## config.mk

```make
export PLATFORM = sky130hd
export DESIGN_NAME = dbg_evt_ctr_pair
export DESIGN_NICKNAME = d
export VERILOG_FILES = /design/src/rtl/dbgctr_pkg.sv /design/src/rtl/dbgctr_evt_pick.sv /design/src/rtl/dbgctr_unit.sv /design/src/rtl/dbg_evt_ctr_pair.sv
export SDC_FILE = /design/constraint.sdc
export NUM_CORES = 1
export LEC_CHECK = 0
export BUFFER_PORTS_ARGS = -buffer_cell sky130_fd_sc_hd__buf_2
export CAP_MARGIN = 20
export CELL_PAD_IN_SITES_DETAIL_PLACEMENT = 1
export CELL_PAD_IN_SITES_GLOBAL_PLACEMENT = 1
export CORE_ASPECT_RATIO = 0.5
export CORE_MARGIN = 10
export CORE_UTILIZATION = 48
export CTS_BUF_LIST = sky130_fd_sc_hd__clkbuf_4 sky130_fd_sc_hd__clkbuf_8
export DETAILED_ROUTE_END_ITERATION = 7
export GPL_TIMING_DRIVEN = 0
export PLACE_DENSITY_LB_ADDON = 0.1
export SYNTH_ARGS = -nofsm -noshare
export SYNTH_HDL_FRONTEND = slang
export SYNTH_HIERARCHICAL = 1
export SYNTH_SLANG_ARGS = --single-unit
```

## constraint.sdc

```tcl
create_clock -name clk -period 6.8 [get_ports clk]
set_input_delay 0.34 -clock clk [delete_from_list [all_inputs] [get_ports clk]]
set_output_delay 0.34 -clock clk [all_outputs]
set_load 0.01 [all_outputs]
```

## src/rtl/dbgctr_pkg.sv

```systemverilog
`timescale 1ns/1ps
package dbgctr_pkg;

    localparam int SEL_W   = 8;
    localparam int NUM_EVT = 1 << SEL_W;

    typedef struct packed {
        logic [SEL_W-1:0] wdr_sel;   // watchdog clear event
        logic [SEL_W-1:0] evt_sel;   // counted / start event
        logic [1:0]       mode_sel;  // stored only
        logic             filt;      // stored only
        logic             trig_st;   // sticky debug status
        logic             wd;
        logic             restart;
        logic             dbg_en;
        logic             int_en;
        logic             shadow;
        logic             ovf;       // stored only
        logic [1:0]       rsvd;
        logic             dur;
        logic             chain;
        logic             clr;
        logic             en;
    } ctrl_t;

    localparam int DATA_W = $bits(ctrl_t);

    typedef enum logic [1:0] {
        S_OFF  = 2'd0,
        S_ARM  = 2'd1,
        S_RUN  = 2'd2,
        S_DONE = 2'd3
    } ctr_state_e;

    localparam int A_CTRL0 = 0;
    localparam int A_CNT0  = 2;
    localparam int A_IVL0  = 4;

endpackage

```

## src/rtl/dbgctr_evt_pick.sv

```systemverilog
`timescale 1ns/1ps
module dbgctr_evt_pick
    import dbgctr_pkg::*;
#(
    parameter int PSEL_W = SEL_W,
    localparam int PNUM = 1 << PSEL_W
) (
    input  logic              clk,
    input  logic              rst_n,
    input  logic [PNUM-1:0]   evt_bus,
    input  logic [PSEL_W-1:0] sel,
    output logic              level,
    output logic              rise
);

    logic prev_q;

    assign level = evt_bus[sel];
    assign rise  = level & ~prev_q;

    always_ff @(posedge clk or negedge rst_n) begin
        if (!rst_n) prev_q <= 1'b0;
        else        prev_q <= level;
    end

endmodule

```

## src/rtl/dbgctr_unit.sv

```systemverilog
`timescale 1ns/1ps
module dbgctr_unit
    import dbgctr_pkg::*;
#(
    parameter int CNT_W = DATA_W,
    parameter bit ODD   = 1'b0
) (
    input  logic             clk,
    input  logic             rst_n,
    input  ctrl_t            ctrl,
    input  logic             cnt_lvl,
    input  logic             cnt_rise,
    input  logic             wdr_rise,
    input  logic             carry_in,
    input  logic             cnt_wr,
    input  logic [CNT_W-1:0] cnt_wdata,
    input  logic [CNT_W-1:0] ivl,
    output logic [CNT_W-1:0] cnt,
    output logic             carry_out,
    output logic             hit,
    output logic             irq_o,
    output logic             dbg_o
);

    ctr_state_e st_q, st_d;
    logic [CNT_W-1:0] cnt_q, cnt_inc;
    logic chained, inc, running, wd_kick, step, start;
    logic unused_fields;

    assign unused_fields = ^{ctrl.wdr_sel, ctrl.evt_sel, ctrl.mode_sel, ctrl.filt,
                             ctrl.trig_st, ctrl.shadow, ctrl.ovf, ctrl.rsvd};

    generate
        if (ODD) begin : g_chain
            assign chained = ctrl.chain;
        end else begin : g_nochain
            assign chained = 1'b0;
        end
    endgenerate

    always_comb begin
        if (ctrl.wd)      inc = 1'b1;
        else if (chained) inc = carry_in;
        else if (ctrl.dur) inc = cnt_lvl;
        else              inc = cnt_rise;
    end

    assign running   = (st_q == S_RUN);
    assign wd_kick   = ctrl.wd && wdr_rise;
    assign start     = (st_q == S_ARM) && ctrl.wd && cnt_rise;
    assign step      = running && inc && !wd_kick;
    assign cnt_inc   = cnt_q + 1'b1;
    assign hit       = step && (ivl != '0) && (cnt_inc == ivl) && !cnt_wr && !ctrl.clr;
    assign carry_out = step && (cnt_q == {CNT_W{1'b1}});
    assign cnt       = cnt_q;

    // state register
    always_ff @(posedge clk or negedge rst_n) begin
        if (!rst_n) st_q <= S_OFF;
        else        st_q <= st_d;
    end

    // next state
    always_comb begin
        st_d = st_q;
        if (!ctrl.en) begin
            st_d = S_OFF;
        end else begin
            unique case (st_q)
                S_OFF:  st_d = ctrl.wd ? S_ARM : S_RUN;
                S_ARM:  if (!ctrl.wd || cnt_rise) st_d = S_RUN;
                S_RUN:  if (hit && !ctrl.restart) st_d = S_DONE;
                S_DONE: if (ctrl.clr) st_d = ctrl.wd ? S_ARM : S_RUN;
                default: st_d = S_OFF;
            endcase
        end
    end

    // count datapath
    always_ff @(posedge clk or negedge rst_n) begin
        if (!rst_n)                  cnt_q <= '0;
        else if (cnt_wr)             cnt_q <= cnt_wdata;
        else if (ctrl.clr)           cnt_q <= '0;
        else if (start)              cnt_q <= '0;
        else if (running && wd_kick) cnt_q <= '0;
        else if (hit && ctrl.restart) cnt_q <= '0;
        else if (step)               cnt_q <= cnt_inc;
    end

    // outputs
    always_ff @(posedge clk or negedge rst_n) begin
        if (!rst_n) begin
            irq_o <= 1'b0;
            dbg_o <= 1'b0;
        end else begin
            irq_o <= hit && ctrl.int_en;
            dbg_o <= hit && ctrl.dbg_en;
        end
    end

endmodule

```

## src/rtl/dbg_evt_ctr_pair.sv

```systemverilog
`timescale 1ns/1ps
module dbg_evt_ctr_pair
    import dbgctr_pkg::*;
#(
    parameter int ADDR_W = 3
) (
    input  logic               clk,
    input  logic               rst_n,
    input  logic [NUM_EVT-1:0] evt_bus,
    input  logic               reg_wr,
    input  logic               reg_rd,
    input  logic [ADDR_W-1:0]  reg_addr,
    input  logic [DATA_W-1:0]  reg_wdata,
    output logic [DATA_W-1:0]  reg_rdata,
    output logic [1:0]         irq,
    output logic [1:0]         dbg_evt
);

    localparam int NCTR = 2;

    ctrl_t [NCTR-1:0]             ctrl_all;
    logic  [NCTR-1:0][DATA_W-1:0] cnt_all;
    logic  [NCTR-1:0][DATA_W-1:0] ivl_all;
    logic  [NCTR-1:0]             carry_w;
    logic  [NCTR-1:0]             hit_w;
    logic  [DATA_W-1:0]           shadow_q;
    logic                         shadow_on;
    logic                         unused_top;

    assign unused_top = carry_w[NCTR-1];

    generate
        for (genvar i = 0; i < NCTR; i++) begin : g_ctr
            ctrl_t             ctrl_r, ctrl_d, wview;
            logic [DATA_W-1:0] ivl_r;
            logic              lvl, rise, wdr_lvl, wdr_rise, cin;
            logic              wr_ctrl, wr_cnt, wr_ivl;

            assign wr_ctrl = reg_wr && (reg_addr == ADDR_W'(A_CTRL0 + i));
            assign wr_cnt  = reg_wr && (reg_addr == ADDR_W'(A_CNT0 + i));
            assign wr_ivl  = reg_wr && (reg_addr == ADDR_W'(A_IVL0 + i));
            assign wview   = ctrl_t'(reg_wdata);

            if (i == 0) begin : g_low
                assign cin = 1'b0;
            end else begin : g_high
                assign cin = carry_w[i-1];
            end

            always_comb begin
                ctrl_d = ctrl_r;
                if (ctrl_r.clr) ctrl_d.clr = 1'b0;
                if (wr_ctrl) begin
                    ctrl_d         = wview;
                    ctrl_d.rsvd    = '0;
                    ctrl_d.trig_st = ctrl_r.trig_st & ~wview.trig_st;
                end
                if (hit_w[i] && ctrl_r.dbg_en) ctrl_d.trig_st = 1'b1;
            end

            always_ff @(posedge clk or negedge rst_n) begin
                if (!rst_n) begin
                    ctrl_r <= '0;
                    ivl_r  <= '0;
                end else begin
                    ctrl_r <= ctrl_d;
                    if (wr_ivl) ivl_r <= reg_wdata;
                end
            end

            assign ctrl_all[i] = ctrl_r;
            assign ivl_all[i]  = ivl_r;

            dbgctr_evt_pick #(.PSEL_W(SEL_W)) u_sel (
                .clk(clk), .rst_n(rst_n), .evt_bus(evt_bus),
                .sel(ctrl_r.evt_sel), .level(lvl), .rise(rise)
            );

            dbgctr_evt_pick #(.PSEL_W(SEL_W)) u_wdr (
                .clk(clk), .rst_n(rst_n), .evt_bus(evt_bus),
                .sel(ctrl_r.wdr_sel), .level(wdr_lvl), .rise(wdr_rise)
            );

            dbgctr_unit #(.CNT_W(DATA_W), .ODD((i % 2) == 1)) u_unit (
                .clk(clk), .rst_n(rst_n), .ctrl(ctrl_r),
                .cnt_lvl(lvl), .cnt_rise(rise), .wdr_rise(wdr_rise),
                .carry_in(cin), .cnt_wr(wr_cnt), .cnt_wdata(reg_wdata),
                .ivl(ivl_r), .cnt(cnt_all[i]), .carry_out(carry_w[i]),
                .hit(hit_w[i]), .irq_o(irq[i]), .dbg_o(dbg_evt[i])
            );
        end
    endgenerate

    assign shadow_on = ctrl_all[0].shadow && ctrl_all[1].chain;

    always_ff @(posedge clk or negedge rst_n) begin
        if (!rst_n) shadow_q <= '0;
        else if (reg_rd && shadow_on && (reg_addr == ADDR_W'(A_CNT0)))
            shadow_q <= cnt_all[1];
    end

    always_comb begin
        case (reg_addr)
            ADDR_W'(A_CTRL0):     reg_rdata = ctrl_all[0];
            ADDR_W'(A_CTRL0 + 1): reg_rdata = ctrl_all[1];
            ADDR_W'(A_CNT0):      reg_rdata = cnt_all[0];
            ADDR_W'(A_CNT0 + 1):  reg_rdata = shadow_on ? shadow_q : cnt_all[1];
            ADDR_W'(A_IVL0):      reg_rdata = ivl_all[0];
            ADDR_W'(A_IVL0 + 1):  reg_rdata = ivl_all[1];
            default:              reg_rdata = '0;
        endcase
    end

endmodule

```

==> metrics <==
outcome=completed; CTS Buf Count=42; cell type group with the largest total delay on the critical path=simple AND/OR/NAND/NOR gates; post-synthesis to final-layout area growth=14.9%; number of endpoints with negative hold slack in the final report=0; fraction of layout cells with a size suffix above 1=0.399; worst-path maximum fanout=10; Pleak=10.8 nW; total via count in the routed design=24100; cell type of the slowest stage on the worst timing path=nor4_4; unrepaired setup endpoints after global routing=no; PortBufs=roughly 330; Worst Hold Class=input pin to flop; H-tree depth reported by CTS=2; pin slew with the least headroom to its limit=about 1200 ps; leading cell types in the layout, fill and taps excluded=buf_2, mux4_2, dfrtp_1; final critical-path share of the clock period=1.00; synthesized instance count=2225; antenna violations before repair=13; Num Clock Sinks=232; I/O pins=roughly 330; per-cell via count in the routed design=~7.3; CP arrival=7240 ps; Tmin final=6800 ps; critical path class=flop to flop; Required @ worst endpoint=7250 ps; Total Routing Usage GR=0.365; gpl congestion=roughly 1.0; Cell Area, Placed=approximately 26000 um^2; PwrDens=319 nW/um^2; count of unresolved DRC violations after routing=0; critical path's most frequent cell=nand2_1; post-route standard cell area excluding fillers=27400 um^2; drt first pass iters=6; Setup TNS=0 ps; Final Max Tran Viols=0; Max IR drop VDD=0.000151 V; HPWL reported at the end of detailed placement=~87000 um; most common library cell in the layout ignoring fill and taps=buf_2; number of DRC violations after detailed-routing iteration 0=between 3000 and 4000; CTS Root Cell=clkbuf_8; warning count from the yosys run=6; TritonCTS clock tree=yes; post-route total power=roughly 9 mW; type of element capturing the critical path=flop; average wire per standard cell=roughly 34 um; vias in the first global route=24400; Slew HR=0.227; buffers and inverters on the worst path=3; site row count=57; total congestion overflow after global routing=0; die height=178 um; clock slew at reported path FFs=approximately 70 ps; worst setup skew after layout=between 15 and 20 ps; total nets after synthesis=2528; maximum clock rate=147 MHz; synthesized area per cell=10.7 um^2; cells along the critical path=clkbuf_1 -> mux4_2 -> nand2_1 -> nand2_1 -> o2111ai_1 -> a41oi_4 -> nand2_1 -> o211a_1 -> clkbuf_1 -> o21ai_0 -> a2111o_1 -> nor4_1 -> nand4_1 -> nor4_4 -> or2b_4 -> buf_8 -> a21oi_2; full die area=59600 um^2; first-pass GRT wire length=approximately 160000 um; Antenna Violating Nets Remaining=0; Starting Density=0.489; largest net degree at the start of global routing=113; maximum count of clock buffers along a single path=3; wire length after detailed routing=113000 um; cell area after synthesis=23900 um^2; Total Nets Final=2905; placeable core region=48900 um^2; die outline width=336 um; slowest cell delay on critical path=870 ps; count of endpoints failing setup in the final report=0; Skew-Pair Late Insertion Delay=between 500 and 600 ps; Critical Path Start Type=flop; max_cap viols=0
-- per-stage QoR --
step / worst slack (ps) / util / hold slack [ps] / std cells
after floorplan: 2030 / - / 44.4 / 2225
after global placement: -1670 / 0.539 / 467 / 3203
after detailed placement: -1050 / 0.541 / 165 / 3205
after CTS: 64.7 / 0.560 / 52.3 / 3278
after global routing: 34.1 / 0.562 / 81.9 / 3291
final: 2.51 / 0.562 / 82.7 / 3292
-- power by group --
part	internal (mW)	total (mW)	switching, mW	leakage, nW
clock	0.778	1.43	0.647	0.462
combinational	2.10	4.92	2.82	7.38
sequential	1.76	2.41	0.652	2.92
total	4.63	8.75	4.12	10.8
-- tightest hold or removal path, stage by stage --
cell     delay (ps)
buf_2           150
nand2_1          80
o21ai_1          60
-- worst paths after layout --
kind / startpoint / end / slack [ps] / depth (start not counted)
min: reg_wdata[11] / g_ctr[1].u_unit/cnt[11] / 80 / 3
min reg2reg: shadow_q[19] / shadow_q[19] / 500 / 1
max reg2reg: ctrl_all[26] / g_ctr[0].u_unit/cnt[20] / 3 / 17
max: ctrl_all[26] / g_ctr[0].u_unit/cnt[20] / 3 / 17
min in group asynchronous: rst_n / g_ctr[1].u_unit/cnt[6] / 160 / 2
max in group asynchronous: rst_n / g_ctr[1].ivl_r[26] / 5210 / 4
-- registers in the layout, indices dropped and copies added (netlist names) --
| signal | count |
|---|---|
| ctrl_all | 60 |
| g_ctr.ivl_r | 64 |
| g_ctr.u_sel/prev_q | 2 |
| g_ctr.u_unit/cnt | 64 |
| g_ctr.u_unit/dbg_o | 2 |
| g_ctr.u_unit/irq_o | 2 |
| g_ctr.u_unit/st_q | 4 |
| g_ctr.u_wdr/prev_q | 2 |
| shadow_q | 32 |
-- timing repair --
item	4_1_cts	5_1_grt
gates resized for setup	13	10
endpoints found under the hold margin	125	0
buffers inserted	0	1
setup endpoints to repair	71	56
pin swaps	0	1
hold buffers	1	0
-- area by class of cell --
cell class,instances,area (um^2)
buffer,193,1070
fill,5431,21400
tap,649,812
antenna,13,32.5
timing repair buffer,335,1750
clock buffer,68,842
inverter,43,161
clock inverter,4,22.5
multi-input combinational,1755,17000
sequential,232,5810
-- metal layers --
layer,GRT usage,wire [um],up-vias
met5,0,13,-
met4,0.151,5220,2
met3,0.0775,12000,338
met2,0.583,51300,1665
met1,0.481,44500,12300
li1,-,-,9740
(Power assumes the default switching activity.)
